`src/rtl/vsg_pkg.sv`:
```
package vsg_pkg;
  localparam int DIV_SEL_W = 2;
  localparam int NUM_DIV   = 2 ** DIV_SEL_W;
  // smallest divide is 4 -> tap bit 1; largest tap is bit NUM_DIV
  localparam int PHASE_W   = NUM_DIV + 1;

  typedef struct packed {
    logic                 pair_mode;
    logic [DIV_SEL_W-1:0] div_sel;
  } vsg_cfg_t;
endpackage

```
`src/rtl/vsg_cfg_track.sv`:
```
module vsg_cfg_track
  import vsg_pkg::*;
(
  input  logic     clk,
  input  logic     rst,
  input  vsg_cfg_t cfg_in,
  output vsg_cfg_t cfg_q,
  output logic     restart
);
  // a differing request restarts the phase on the same edge it is adopted
  assign restart = (cfg_in != cfg_q);

  always_ff @(posedge clk) begin
    cfg_q <= cfg_in;
  end
endmodule

```
`src/rtl/vsg_phase_ctr.sv`:
```
module vsg_phase_ctr #(
  parameter int W = vsg_pkg::PHASE_W
) (
  input  logic         clk,
  input  logic         rst,
  input  logic         restart,
  output logic [W-1:0] phase
);
  always_ff @(posedge clk) begin
    if (rst || restart) phase <= '0;
    else                phase <= phase + 1'b1;
  end
endmodule

```
`src/rtl/vsg_decode.sv`:
```
module vsg_decode
  import vsg_pkg::*;
(
  input  logic [PHASE_W-1:0] phase,
  input  vsg_cfg_t           cfg,
  output logic               load_strobe,
  output logic               prog_clk
);
  logic [NUM_DIV-1:0] taps;

  // tap g gives period 2^(g+2), high in the first half
  for (genvar g = 0; g < NUM_DIV; g++) begin : g_tap
    assign taps[g] = ~phase[g+1];
  end

  assign prog_clk    = taps[cfg.div_sel];
  assign load_strobe = cfg.pair_mode ? ~phase[0] : 1'b1;
endmodule

```
`src/rtl/vsg_shift_gate.sv`:
```
module vsg_shift_gate #(
  parameter int STAGES = 1
) (
  input  logic clk,
  input  logic rst,
  input  logic shift_in,
  input  logic blank_n,
  output logic shift_out
);
  logic [STAGES-1:0] sync_q;

  if (STAGES == 1) begin : g_one
    always_ff @(posedge clk) begin
      if (rst) sync_q <= '0;
      else     sync_q <= blank_n;
    end
  end else begin : g_many
    always_ff @(posedge clk) begin
      if (rst) sync_q <= '0;
      else     sync_q <= {sync_q[STAGES-2:0], blank_n};
    end
  end

  assign shift_out = shift_in & sync_q[STAGES-1];
endmodule

```
`src/rtl/vid_strobe_gen.sv`:
```
module vid_strobe_gen
  import vsg_pkg::*;
#(
  parameter int BLANK_STAGES = 1
) (
  input  logic                 clk,
  input  logic                 rst,
  input  logic                 pair_mode,
  input  logic [DIV_SEL_W-1:0] div_sel,
  input  logic                 shift_in,
  input  logic                 blank_n,
  output logic                 load_strobe,
  output logic                 prog_clk,
  output logic                 shift_out
);
  vsg_cfg_t           cfg_req;
  vsg_cfg_t           cfg_act;
  logic               restart;
  logic [PHASE_W-1:0] phase;

  assign cfg_req.pair_mode = pair_mode;
  assign cfg_req.div_sel   = div_sel;

  vsg_cfg_track u_cfg (
    .clk(clk), .rst(rst), .cfg_in(cfg_req), .cfg_q(cfg_act), .restart(restart)
  );

  vsg_phase_ctr #(.W(PHASE_W)) u_ctr (
    .clk(clk), .rst(rst), .restart(restart), .phase(phase)
  );

  vsg_decode u_dec (
    .phase(phase), .cfg(cfg_act), .load_strobe(load_strobe), .prog_clk(prog_clk)
  );

  vsg_shift_gate #(.STAGES(BLANK_STAGES)) u_gate (
    .clk(clk), .rst(rst), .shift_in(shift_in), .blank_n(blank_n), .shift_out(shift_out)
  );
endmodule

```
`config.mk`:
```
export PLATFORM = sky130hd
export DESIGN_NAME = vid_strobe_gen
export DESIGN_NICKNAME = d
export VERILOG_FILES = /design/src/rtl/vsg_pkg.sv /design/src/rtl/vsg_cfg_track.sv /design/src/rtl/vsg_phase_ctr.sv /design/src/rtl/vsg_decode.sv /design/src/rtl/vsg_shift_gate.sv /design/src/rtl/vid_strobe_gen.sv
export SDC_FILE = /design/constraint.sdc
export NUM_CORES = 1
export LEC_CHECK = 0
export BUFFER_PORTS_ARGS = -buffer_cell sky130_fd_sc_hd__buf_4
export CAP_MARGIN = 25
export CORE_AREA = 2 2 39 41
export DETAILED_ROUTE_END_ITERATION = 7
export DIE_AREA = 0 0 41 43
export PLACE_DENSITY = 0.53
export SYNTH_ARGS = -nofsm -noshare
export SYNTH_HDL_FRONTEND = slang
export SYNTH_SLANG_ARGS = --single-unit
export TNS_END_PERCENT = 5
```
`constraint.sdc`:
```
create_clock -name clk -period 2.3 [get_ports clk]
set_input_delay 0.46 -clock clk [delete_from_list [all_inputs] [get_ports clk]]
set_output_delay 0.46 -clock clk [all_outputs]
set_load 0.01 [all_outputs]
```
==> results.cfg, run 1 <==
[run_status]
status = finished, final reports clean

[floorplanning]
die_width_um = 41
ios = 10
dieArea_mm2 = 0.00176
coreArea_mm2 = 0.00138
rows = 14
fp.dieH_um = 43
initial_utilization_pct = 24.0

[clock_network]
cts_hold_buffers = 0
clock_latency_ns = 0.25
cts_root_buf = clkbuf_4
clk_pin_slew_worst_paths_ns = 0.06
post_cts_buffers = 0
cts-buffers-inserted = 3
cts_resized = 0
htreeDepth = 1
cts_tree = built
cts.sinks = 9
cts_max_path_buffers = 2

[layout]
diodes = 0
fin_area_um2 = 445
regArea_um2 = 180
layout_common_cells = buf_4 (9), dfxtp_1 (9), xor2_1 (5), nor2_1 (5), clkbuf_4 (3)
stdcell_count = 59
area_growth_pct = 34.3
nFillCells = 153
final_layout_size_suffix_gt1_share_pct = 32.6
multi_input_area_um2 = 144
fin_nets = 52

[timing]
fmax_ghz = 0.573
final.period_utilization_pct = 75.9
worst_slew_pin_slew_ns = 0.151
finClkSkew_ns = 0.00105
rsz0062_at_grt = no
max_slew_margin_pct = 89.9
setup_viol = 0
hold_viol = 0
finalCriticalPeriod_ns = 1.75
fin_tns_setup_ns = 0
slew_viol_final = 0

[power_and_ir_drop]
clockPowerShare_pct = 39.0
p_switching_mw = 0.0614
leakagePower_nw = 0.184
switching_share_pct = 20.4
total_power_mw = 0.302
vdd_drop_max_v = 0.000306
combinationalPowerShare_pct = 6.6
internal-power_mw = 0.240
powerDensity_mw_per_mm2 = 677
seqPwrFrac_pct = 54.4

[synth]
synth_top_area_share_pct = 54.3
ys_seq_area_share_pct = 54.3
yosys-top-cells-area = dfxtp_1 (54%), xor2_1 (13%), mux4_2 (6.8%), nor2_1 (5.7%), ha_1 (3.8%)
synth-seq-cells = 9
ys_types = 12
synth_fp_nets = 38
syn_avg_cell_area_um2 = 11.1
synthCells = 30
yosys_warnings = 0
yosysTopAreaCell = dfxtp_1
syn_area_um2 = 332

[detailed_routing]
post_drt_via_cell_ratio = 3.98
drtAntennaViolNets = 0
drt_iter0_drc = 0
wl_per_cell_um = 8.85
routed_wl_um = 522
drc = 0
drt-pass1-iter-count = 1
vias = 235

[grt]
grt_overflow = 0
grt_max_degree = 6
grt_pass1_vias = 250
antenna_found_initial = 0
track_usage_pct = 8.00
grt_pass1_wl_um = 924

[job]
maxCapViolCount = 0

[setup_path]
crit_type = reg2out
required_ns = 1.84
end_kind = primary output
cp_max_fo = 2
cp.arrival_ns = 1.29
critPathLaunchType = flip-flop

[placed_design]
dpl-instance-area_um2 = 419
gp_congestion = 0.633
dpl.cell_count = 55
port_buffers = 9

[min_path]
hold_path_class = in2reg
[power by group through the flow]
| stage | logic (mW) | clock network (mW) | registers, mW |
|---|---|---|---|
| global placement | 0.0205 | 0 | 0.167 |
| global route | 0.0224 | 0.128 | 0.164 |
| CTS | 0.0205 | 0.123 | 0.164 |
| finish | 0.0200 | 0.118 | 0.164 |
| floorplan | 0.00861 | 0 | 0.167 |
| detailed placement | 0.0203 | 0 | 0.167 |
[cell families after synthesis]
family,count (synthesis),share of synthesized area [%]
buffers and inverters,2,2.26
AND/OR/NAND/NOR,11,17.0
adder cells (fa/ha/maj),1,3.77
XOR/XNOR,6,15.8
flip-flops,9,54.3
multiplexers,1,6.79
[worst paths after layout]
kind,start,endpoint,slack [ns],depth (start not counted)
max,u_cfg.cfg_q[1],prog_clk,0.55,3
min,pair_mode,u_cfg.cfg_q[2],0.32,1
max reg2reg,u_cfg.cfg_q[2],u_ctr.phase[3],1.10,3
min reg2reg,u_ctr.phase[0],u_ctr.phase[0],0.47,1
[cell type report]
class	instances	area share, %
Clock buffer	4	5.90
Inverter	2	1.69
Multi-Input combinational cell	19	32.3
Sequential cell	9	40.4
Tap cell	16	4.49
Timing Repair Buffer	9	15.2
[metrics by stage]
stage,hold WS (ns),worst slack (ns),util (%)
after floorplan,0.430,0.911,-
after CTS,0.314,0.537,32.2
after detailed placement,0.454,0.820,30.3
after global routing,0.314,0.497,32.2
after global placement,0.449,0.842,30.3
final,0.321,0.555,32.2
[cells in the mapped netlist, drive strengths merged]
cell type / n
and2: 1
dfxtp: 9
ha: 1
inv: 2
mux4: 1
nand2: 1
nand3: 2
nor2: 5
nor2b: 1
or4: 1
xnor2: 1
xor2: 5
[registers in the layout (all words and copies together), names as in the netlist]
register,count
u_ctr.phase,5
u_cfg.cfg_q,3
u_gate.sync_q,1
[critical path, stage by stage, from the launching register on]
cell and delay [ns]:
dfxtp_1 0.37, mux4_2 0.50, inv_1 0.06, buf_4 0.11
[layer usage]
metal	share of wire (%)	track usage, %	wire [µm]
met5	0	0	0
met2	48	11.3	249
met4	0	6.00	0
met1	46	9.27	242
met3	5.9	3.14	31
No activity file was read; power rests on OpenSTA's default activity.
==> run 2, diff against run 1 <==
clock period = 1.8 ns   (was 2.3 ns; I/O delays follow)
==> run 2 against run 1 <==
  * Critical path depth is the same
  * Sequential power grew 27%
  * Critical path type unchanged
  * Sequential cell count is the same
  * Count of clock-buffer cells in the layout is the same
==> results.cfg, run 2 (same netlist as run 1, synthesis figures left out) <==
[detailed_routing]
vias = 237
routed_wl_um = 526
wl_per_cell_um = 8.92
post_drt_via_cell_ratio = 4.02
drc = 0
drt_iter0_drc = 1
drtAntennaViolNets = 0
drt-pass1-iter-count = 2

[timing]
max_slew_margin_pct = 90.0
final.period_utilization_pct = 91.4
fin_tns_setup_ns = 0
hold_viol = 0
rsz0062_at_grt = no
slew_viol_final = 0
fmax_ghz = 0.608
setup_viol = 0
finalCriticalPeriod_ns = 1.64
worst_slew_pin_slew_ns = 0.149
finClkSkew_ns = 0.000448

[floorplanning]
coreArea_mm2 = 0.00138
dieArea_mm2 = 0.00176
ios = 10
fp.dieH_um = 43
die_width_um = 41
initial_utilization_pct = 24.0
rows = 14

[grt]
antenna_found_initial = 0
grt_pass1_wl_um = 938
grt_pass1_vias = 250
track_usage_pct = 8.11
grt_overflow = 0
grt_max_degree = 6

[placed_design]
gp_congestion = 0.633
port_buffers = 9
dpl.cell_count = 55

[layout]
diodes = 0
area_growth_pct = 34.3
final_layout_size_suffix_gt1_share_pct = 32.6
largest_register_ff_count = 5
fin_nets = 52
stdcell_count = 59
layout_common_cells = buf_4 (9), dfxtp_1 (9), xor2_1 (5), nor2_1 (5), clkbuf_4 (3)
top_regs = u_ctr.phase x5, u_cfg.cfg_q x3, u_gate.sync_q x1
top_register = u_ctr.phase

[power_and_ir_drop]
leakagePower_nw = 0.184
powerDensity_mw_per_mm2 = 864
vdd_drop_max_v = 0.000390

[clock_network]
cts.sinks = 9
cts_hold_buffers = 0
post_cts_buffers = 0
clk_pin_slew_worst_paths_ns = 0.06
cts_max_path_buffers = 2
cts_resized = 0
cts-buffers-inserted = 3
htreeDepth = 1
cts_root_buf = clkbuf_4
cts_tree = built
clock_latency_ns = 0.25

[setup_path]
cp_max_fo = 2
critPathLaunchType = flip-flop
end_kind = primary output
required_ns = 1.44
cp.arrival_ns = 1.28
crit_type = reg2out
r2r_slack_ns = 0.60

[job]
maxCapViolCount = 0

[min_path]
hold_path_class = in2reg

[run_status]
status = finished, final reports clean
[run 2: cell counts in the layout (fill, tap and decap cells not counted)]
No cell type changed its count.
[run 2: area by class of cell]
| cell class | count | area (µm²) |
|---|---|---|
| inverter | 2 | 7.51 |
| sequential | 9 | 180 |
| tap | 16 | 20.0 |
| multi-input combinational | 19 | 144 |
| clock buffer | 4 | 26.3 |
| timing repair buffer | 9 | 67.6 |
| fill | 153 | 938 |
[run 2: routing by layer]
layer	wire, µm	global-route usage, %
met1	243	9.60
met2	251	11.3
met3	30	3.14
met4	0	6.00
met5	0	0
[run 2: final timing paths]
check / start / endpoint / cells past startpoint
min: pair_mode / u_cfg.cfg_q[2] / 1
max: u_cfg.cfg_q[1] / prog_clk / 3
max reg2reg: u_cfg.cfg_q[2] / u_ctr.phase[3] / 3
min reg2reg: u_ctr.phase[0] / u_ctr.phase[0] / 1
[run 2: critical path: stages, from the launching register on]
cell and delay [ns]:
dfxtp_1 0.37, mux4_2 0.50, inv_1 0.06, buf_4 0.11
[run 2: metrics by stage]
stage	hold slack, ns	utilization, %	setup slack, ns	cell area [µm²]	power (mW)
final	0.221	32.2	0.156	445	0.385
after detailed placement	0.454	30.3	0.420	419	0.240
after floorplan	0.388	-	0.511	332	0.224
after CTS	0.214	32.2	0.137	445	0.393
after global placement	0.449	30.3	0.442	419	0.240
after global routing	0.214	32.2	0.0968	445	0.402
[run 2: power by group]
group / switching [mW] / internal, mW
registers: 0.00421 / 0.205
clock network: 0.0648 / 0.0851
logic: 0.00901 / 0.0165
total: 0.0780 / 0.307
